--- config.mk ---
export PLATFORM = sky130hd
export DESIGN_NAME = gcd_hs_ctrl
export DESIGN_NICKNAME = d
export VERILOG_FILES = /design/src/rtl/gcd_hs_pkg.sv /design/src/rtl/gcd_hs_sync.sv /design/src/rtl/gcd_hs_chan.sv /design/src/rtl/gcd_hs_ctrl.sv
export SDC_FILE = /design/constraint.sdc
export NUM_CORES = 1
export LEC_CHECK = 0
export CAP_MARGIN = 20
export CORE_MARGIN = 2
export CORE_UTILIZATION = 46
export CTS_CLUSTER_DIAMETER = 60
export DETAILED_ROUTE_END_ITERATION = 16
export PLACE_DENSITY = 0.67
export SYNTH_ARGS = -nofsm -noshare
export SYNTH_HDL_FRONTEND = slang
export SYNTH_SLANG_ARGS = --single-unit
export TNS_END_PERCENT = 50
--- constraint.sdc ---
create_clock -name clk_i -period 1.84 [get_ports clk_i]
set_input_delay 0.552 -clock clk_i [delete_from_list [all_inputs] [get_ports clk_i]]
set_output_delay 0.552 -clock clk_i [all_outputs]
set_load 0.02 [all_outputs]
--- src/rtl/gcd_hs_pkg.sv ---
package gcd_hs_pkg;

  typedef enum logic [2:0] {
    SQ_LOAD,
    SQ_LOAD_W,
    SQ_CMP,
    SQ_CMP_W,
    SQ_SUB_W,
    SQ_RES_W,
    SQ_ERR
  } seq_st_e;

  typedef enum logic [1:0] {
    VD_NONE,
    VD_GT,
    VD_EQ,
    VD_LT
  } verdict_e;

  typedef enum logic [1:0] {
    CH_IDLE,
    CH_REQ,
    CH_RTZ
  } chan_st_e;

endpackage

--- src/rtl/gcd_hs_sync.sv ---
module gcd_hs_sync #(
  parameter int unsigned WIDTH  = 1,
  parameter int unsigned STAGES = 2
) (
  input  logic             clk_i,
  input  logic             rst_ni,
  input  logic [WIDTH-1:0] d_i,
  output logic [WIDTH-1:0] q_o
);

  generate
    if (STAGES == 0) begin : g_bypass
      assign q_o = d_i;
    end else begin : g_ff
      logic [WIDTH-1:0] pipe_q [STAGES];

      always_ff @(posedge clk_i or negedge rst_ni) begin
        if (!rst_ni) begin
          for (int i = 0; i < int'(STAGES); i++) pipe_q[i] <= '0;
        end else begin
          pipe_q[0] <= d_i;
          for (int i = 1; i < int'(STAGES); i++) pipe_q[i] <= pipe_q[i-1];
        end
      end

      assign q_o = pipe_q[STAGES-1];
    end
  endgenerate

endmodule

--- src/rtl/gcd_hs_chan.sv ---
module gcd_hs_chan
  import gcd_hs_pkg::*;
(
  input  logic clk_i,
  input  logic rst_ni,
  input  logic start_i,
  input  logic ack_i,
  output logic req_o,
  output logic done_o
);

  chan_st_e st_q, st_d;

  always_comb begin
    st_d = st_q;
    unique case (st_q)
      CH_IDLE: if (start_i) st_d = CH_REQ;
      CH_REQ:  if (ack_i)   st_d = CH_RTZ;
      CH_RTZ:  if (!ack_i)  st_d = CH_IDLE;
      default:              st_d = CH_IDLE;
    endcase
  end

  always_ff @(posedge clk_i or negedge rst_ni) begin
    if (!rst_ni) st_q <= CH_IDLE;
    else         st_q <= st_d;
  end

  assign req_o  = (st_q == CH_REQ);
  assign done_o = (st_q == CH_RTZ) && !ack_i;

  AST_REQ_HOLD: assert property (@(posedge clk_i) disable iff (!rst_ni)
    (req_o && !ack_i) |=> req_o);

  AST_NO_EARLY_REQ: assert property (@(posedge clk_i) disable iff (!rst_ni)
    (!req_o && ack_i) |=> !req_o);

  AST_START_CLEAN: assert property (@(posedge clk_i) disable iff (!rst_ni)
    start_i |-> (!req_o && !ack_i));

endmodule

--- src/rtl/gcd_hs_ctrl.sv ---
module gcd_hs_ctrl
  import gcd_hs_pkg::*;
#(
  parameter int unsigned SYNC_STAGES = 2
) (
  input  logic clk_i,
  input  logic rst_ni,
  output logic opa_ld_req_o,
  input  logic opa_ld_ack_i,
  output logic opb_ld_req_o,
  input  logic opb_ld_ack_i,
  output logic cmp_req_o,
  input  logic cmp_gt_i,
  input  logic cmp_eq_i,
  input  logic cmp_lt_i,
  output logic dec_a_req_o,
  output logic dec_b_req_o,
  output logic res_req_o,
  input  logic res_ack_i,
  output logic proto_err_o
);

  localparam int unsigned N_ACK  = 6;
  localparam int unsigned N_CH   = 6;
  localparam int unsigned AK_A   = 0;
  localparam int unsigned AK_B   = 1;
  localparam int unsigned AK_GT  = 2;
  localparam int unsigned AK_EQ  = 3;
  localparam int unsigned AK_LT  = 4;
  localparam int unsigned AK_RES = 5;
  localparam int unsigned CH_A   = 0;
  localparam int unsigned CH_B   = 1;
  localparam int unsigned CH_CMP = 2;
  localparam int unsigned CH_DA  = 3;
  localparam int unsigned CH_DB  = 4;
  localparam int unsigned CH_RES = 5;

  logic [N_ACK-1:0] ack_raw, ack_s;
  logic [N_CH-1:0]  start_v, ack_v, req_v, done_v;
  logic             vd_any, vd_multi, cmp_hit;

  assign ack_raw = {res_ack_i, cmp_lt_i, cmp_eq_i, cmp_gt_i, opb_ld_ack_i, opa_ld_ack_i};

  gcd_hs_sync #(.WIDTH(N_ACK), .STAGES(SYNC_STAGES)) u_sync (
    .clk_i  (clk_i),
    .rst_ni (rst_ni),
    .d_i    (ack_raw),
    .q_o    (ack_s)
  );

  assign vd_any   = ack_s[AK_GT] | ack_s[AK_EQ] | ack_s[AK_LT];
  assign vd_multi = (ack_s[AK_GT] & ack_s[AK_EQ]) | (ack_s[AK_GT] & ack_s[AK_LT]) |
                    (ack_s[AK_EQ] & ack_s[AK_LT]);

  // reduce steps complete on the register write of the operand they change
  always_comb begin
    ack_v         = '0;
    ack_v[CH_A]   = ack_s[AK_A];
    ack_v[CH_B]   = ack_s[AK_B];
    ack_v[CH_CMP] = vd_any;
    ack_v[CH_DA]  = ack_s[AK_A];
    ack_v[CH_DB]  = ack_s[AK_B];
    ack_v[CH_RES] = ack_s[AK_RES];
  end

  generate
    for (genvar c = 0; c < int'(N_CH); c++) begin : g_ch
      gcd_hs_chan u_chan (
        .clk_i   (clk_i),
        .rst_ni  (rst_ni),
        .start_i (start_v[c]),
        .ack_i   (ack_v[c]),
        .req_o   (req_v[c]),
        .done_o  (done_v[c])
      );
    end
  endgenerate

  assign opa_ld_req_o = req_v[CH_A];
  assign opb_ld_req_o = req_v[CH_B];
  assign cmp_req_o    = req_v[CH_CMP];
  assign dec_a_req_o  = req_v[CH_DA];
  assign dec_b_req_o  = req_v[CH_DB];
  assign res_req_o    = req_v[CH_RES];

  assign cmp_hit = req_v[CH_CMP] & vd_any;

  seq_st_e    st_q, st_d;
  verdict_e   vd_q, vd_d;
  logic [1:0] ld_q, ld_d;

  always_comb begin
    st_d    = st_q;
    vd_d    = vd_q;
    ld_d    = ld_q;
    start_v = '0;
    unique case (st_q)
      SQ_LOAD: begin
        start_v[CH_A] = 1'b1;
        start_v[CH_B] = 1'b1;
        ld_d          = 2'b00;
        st_d          = SQ_LOAD_W;
      end
      SQ_LOAD_W: begin
        ld_d = ld_q | {done_v[CH_B], done_v[CH_A]};
        if (&ld_d) st_d = SQ_CMP;
      end
      SQ_CMP: begin
        start_v[CH_CMP] = 1'b1;
        vd_d            = VD_NONE;
        st_d            = SQ_CMP_W;
      end
      SQ_CMP_W: begin
        if (cmp_hit) begin
          if (vd_multi)          st_d = SQ_ERR;
          else if (ack_s[AK_GT]) vd_d = VD_GT;
          else if (ack_s[AK_LT]) vd_d = VD_LT;
          else                   vd_d = VD_EQ;
        end else if (done_v[CH_CMP]) begin
          unique case (vd_q)
            VD_GT: begin start_v[CH_DA]  = 1'b1; st_d = SQ_SUB_W; end
            VD_LT: begin start_v[CH_DB]  = 1'b1; st_d = SQ_SUB_W; end
            VD_EQ: begin start_v[CH_RES] = 1'b1; st_d = SQ_RES_W; end
            default: st_d = SQ_ERR;
          endcase
        end
      end
      SQ_SUB_W: if (done_v[CH_DA] | done_v[CH_DB]) st_d = SQ_CMP;
      SQ_RES_W: if (done_v[CH_RES]) st_d = SQ_LOAD;
      SQ_ERR:   st_d = SQ_ERR;
      default:  st_d = SQ_ERR;
    endcase
  end

  always_ff @(posedge clk_i or negedge rst_ni) begin
    if (!rst_ni) begin
      st_q <= SQ_LOAD;
      vd_q <= VD_NONE;
      ld_q <= 2'b00;
    end else begin
      st_q <= st_d;
      vd_q <= vd_d;
      ld_q <= ld_d;
    end
  end

  assign proto_err_o = (st_q == SQ_ERR);

  AST_LOADS_PAIRED: assert property (@(posedge clk_i) disable iff (!rst_ni)
    $rose(opa_ld_req_o) |-> opb_ld_req_o);

  AST_CMP_AFTER_LOAD: assert property (@(posedge clk_i) disable iff (!rst_ni)
    $rose(cmp_req_o) |-> (!opa_ld_req_o && !opb_ld_req_o && !ack_s[AK_A] && !ack_s[AK_B]));

  AST_DEC_A_ON_GT: assert property (@(posedge clk_i) disable iff (!rst_ni)
    $rose(dec_a_req_o) |-> (vd_q == VD_GT));

  AST_DEC_B_ON_LT: assert property (@(posedge clk_i) disable iff (!rst_ni)
    $rose(dec_b_req_o) |-> (vd_q == VD_LT));

  AST_RES_ON_EQ: assert property (@(posedge clk_i) disable iff (!rst_ni)
    $rose(res_req_o) |-> (vd_q == VD_EQ));

  AST_ERR_STICKY: assert property (@(posedge clk_i) disable iff (!rst_ni)
    proto_err_o |=> proto_err_o);

  AST_ERR_QUIET: assert property (@(posedge clk_i) disable iff (!rst_ni)
    proto_err_o |-> (req_v == '0));

  AST_ONE_STEP: assert property (@(posedge clk_i) disable iff (!rst_ni)
    $onehot0({cmp_req_o, dec_a_req_o, dec_b_req_o, res_req_o}));

endmodule

==> results of run 1 <==
stage by stage:
| step | util | setup slack [ns] |
|---|---|---|
| 2_1_floorplan | - | 0.2440 |
| 3_3_place_gp | 0.5655 | 0.08258 |
| 3_5_place_dp | 0.5655 | 0.06798 |
| 4_1_cts | 0.5942 | 0.01257 |
| 5_1_grt | 0.5906 | 0.003937 |
| 6_report | 0.5906 | 0.07994 |
logic make-up (layout without fill, tap and decap cells):
logic type / Yosys count / count (layout)
buf+inv: 8 / 35
compound gates: 30 / 30
xor+xnor: 3 / 3
mux: 3 / 3
flops: 31 / 31
simple gates: 46 / 46
layout make-up:
cell class,instances,area [um2],share of cell area
clock inverters,2,35.03,0.02133
flip-flops and latches,31,775.7,0.4722
repair buffers,21,176.4,0.1074
well taps,31,38.79,0.02361
multi-input cells,82,543.0,0.3305
inverters,6,22.52,0.01371
clock buffers,6,51.30,0.03123
worst reg2reg max path, stage by stage, from the launching register on:
cell      delay, ns
dfrtp_1        0.39
buf_4          0.16
and2b_4        0.17
nor4b_1        0.14
a31oi_2        0.22
o211ai_2       0.13
mux2_4         0.31
synthesized netlist by cell type, types with 3 or more instances:
| library cell | number | area, um2 |
|---|---|---|
| a21oi_1 | 11 | 55.05 |
| dfrtp_1 | 31 | 775.7 |
| inv_1 | 6 | 22.52 |
| nand2_1 | 8 | 30.03 |
| nor2_1 | 10 | 37.54 |
| nor2b_1 | 8 | 50.05 |
| o21a_1 | 3 | 22.52 |
| o21ai_0 | 6 | 30.03 |
how the worst min path moves through the flow:
stage,slack [ns],to,startpoint,depth (start not counted)
2_1_floorplan,0.26,g_ch[0].u_chan.st_q[0],rst_ni,0
3_3_place_gp,0.33,u_sync.q_o[0],u_sync.g_ff.pipe_q[6],0
3_5_place_dp,0.33,u_sync.q_o[0],u_sync.g_ff.pipe_q[6],0
4_1_cts,0.36,u_sync.q_o[0],u_sync.g_ff.pipe_q[6],0
5_1_grt,0.37,u_sync.q_o[2],u_sync.g_ff.pipe_q[8],0
6_report,0.36,u_sync.q_o[0],u_sync.g_ff.pipe_q[6],0
metal layers:
layer	wire, um	vias up	share of wire	track usage
met5	0	-	0	0
met4	35	0	0.015	0.07973
met3	104	5	0.046	0.06593
met2	1064	17	0.47	0.2536
met1	1079	442	0.47	0.2360
li1	-	476	-	-
power by group through the flow:
stage / logic (mW) / registers, mW / clock network [mW]
3_3_place_gp: 0.672 / 0.880 / 0
4_1_cts: 0.660 / 0.873 / 0.571
5_1_grt: 0.736 / 0.894 / 0.606
3_5_place_dp: 0.683 / 0.886 / 0
6_report: 0.657 / 0.871 / 0.551
2_1_floorplan: 0.471 / 0.881 / 0
flip-flops by register name, indices dropped and copies added (netlist names):
name / flops
ld_q: 2
u_sync.g_ff.pipe_q: 6
st_q: 3
u_sync.q_o: 6
vd_q: 2
g_ch.u_chan.st_q: 12
==> flow_summary.json, run 1 <==
{
  "status": "complete, no violations",
  "crit_path_top_delay_cell": "dfrtp_1",
  "synth-main-ff-cell": "dfrtp_1",
  "relSlewSlack": 0.7392,
  "r2r-start": "st_q[2]",
  "finalMaxSlewViolations": 0,
  "cap_viol_max_count": 0,
  "hold_viol": 0,
  "synth_cells": 121,
  "holdWs_ns": 0.3564,
  "setup_viol": 0,
  "io_buffers": 14,
  "post_cts.repair.setup_buffers": 0,
  "cp-start-kind": "flip-flop",
  "dr.pass1.iters": 4,
  "crit_path_start": "st_q[0]",
  "finalPower_mw": 2.079,
  "design_area_um2": 1643,
  "grt.overflow.total": 0,
  "synth-compound-area-share": 0.1454,
  "final_cell_mix": "dfrtp_1, a21oi_1, nor2_1, nor2b_1, nand2_1",
  "arrival_ns": 1.21,
  "period_share": 0.9566,
  "avgViaCountPerCell": 5.251,
  "grt_pass1_wl_um": 4409,
  "power_per_cell_area_nw_per_um2": 1266,
  "die_h_um": 58.38,
  "num_vias": 940,
  "wl_per_cell_um": 12.76,
  "rrSetupSlack_ns": 0.22,
  "postCtsHoldBufs": 0,
  "worstSetupEndpointType": "output port",
  "p_sw_frac": 0.3132,
  "drc_errors": 0,
  "clkSlewWorstSetupHoldPaths_ns": 0.10,
  "rsz0062_at_grt": "no",
  "instances_no_fill": 179,
  "intPower_mw": 1.428,
  "syn_area_um2": 1360,
  "r2r_end": "st_q[0]",
  "initial_utilization": 0.4890,
  "synthXorXnorAreaFrac": 0.01932,
  "ios": 15,
  "worst_pin_slew_ns": 0.3883,
  "grt_max_degree": 32,
  "grt_usage": 0.1755,
  "total_leakage_power_nw": 0.7444,
  "ys_types": 36,
  "critPathMaxFanout": 2,
  "cts_sinks": 31,
  "synth_edf_count": 0,
  "clkLatencyLatePin_ns": 0.33,
  "yosys.area_share.adder": 0,
  "htreeDepth": 2,
  "fmax_ghz": 0.5682,
  "antenna_found_initial": 0,
  "rr_worst_depth": 6,
  "p_switching_uw": 651.3,
  "cts_resized": 9,
  "critPathTopFamily": "flip-flops",
  "comb_power_share": 0.316,
  "syn_nets": 129,
  "grt_pass1_vias": 957,
  "routed_wl_um": 2284,
  "syn_to_final_growth_pct": 20.79,
  "clk_path_buf_depth": 2,
  "gp_congestion": 0.7885,
  "fin_skew_ns": 0.007699,
  "cp-endpoint": "proto_err_o",
  "dpl_cell_area_um2": 1573,
  "cp_num_cells": 2,
  "postSynthAreaPerCell_um2": 11.24,
  "muxShareOfSynthArea": 0.02760,
  "synth_seq_area_share": 0.5704,
  "path_buf_inv": 1,
  "num_antenna_cells": 0,
  "coreArea_um2": 2781,
  "yosysWarnings": 0,
  "p_clk_frac": 0.265,
  "drtAntennaViolNets": 0,
  "ys_ff_latch": 31,
  "min_period_ns": 1.760,
  "cts-root-buf": "clkbuf_4",
  "layout_commonest_cell": "dfrtp_1",
  "final_nets": 155,
  "synth_top_family_by_area": "simple AND/OR/NAND/NOR gates",
  "dp_hpwl_um": 1662,
  "place_inst": 171,
  "tritoncts": "built",
  "dieArea_um2": 3408,
  "fin_setup_tns_ns": 0,
  "row_count": 19,
  "ir_drop_uv": 905.4,
  "crit_chain": "and3b_1 -> clkdlybuf4s15_1",
  "yosys.area_share.simple": 0.2070,
  "die_x_um": 58.38,
  "drtIter0Drc": 27,
  "fillers": 236,
  "cp_slowest_stage_delay_ns": 0.39,
  "synth_async_sr_flop_share": 1.000,
  "hold_class": "flip-flop to flip-flop",
  "seq_power_share": 0.419,
  "drive_gt1_frac": 0.2027,
  "cts_made_buffers": 5,
  "required_ns": 1.29,
  "worst-setup-path-type": "flip-flop to output port"
}
Power figures use the tool's default switching activity.
==> run 2: changes to the inputs <==
Settings changed: ABC_AREA set to 0.
==> results of run 2 <==
Same layout as run 1: the final DEF is identical, and so are final timing and power.
==> run 3: changes to the inputs <==
Settings changed: CAP_MARGIN 20 to not set.
==> results of run 3 <==
Same layout as run 1: the final DEF is identical, and so are final timing and power.
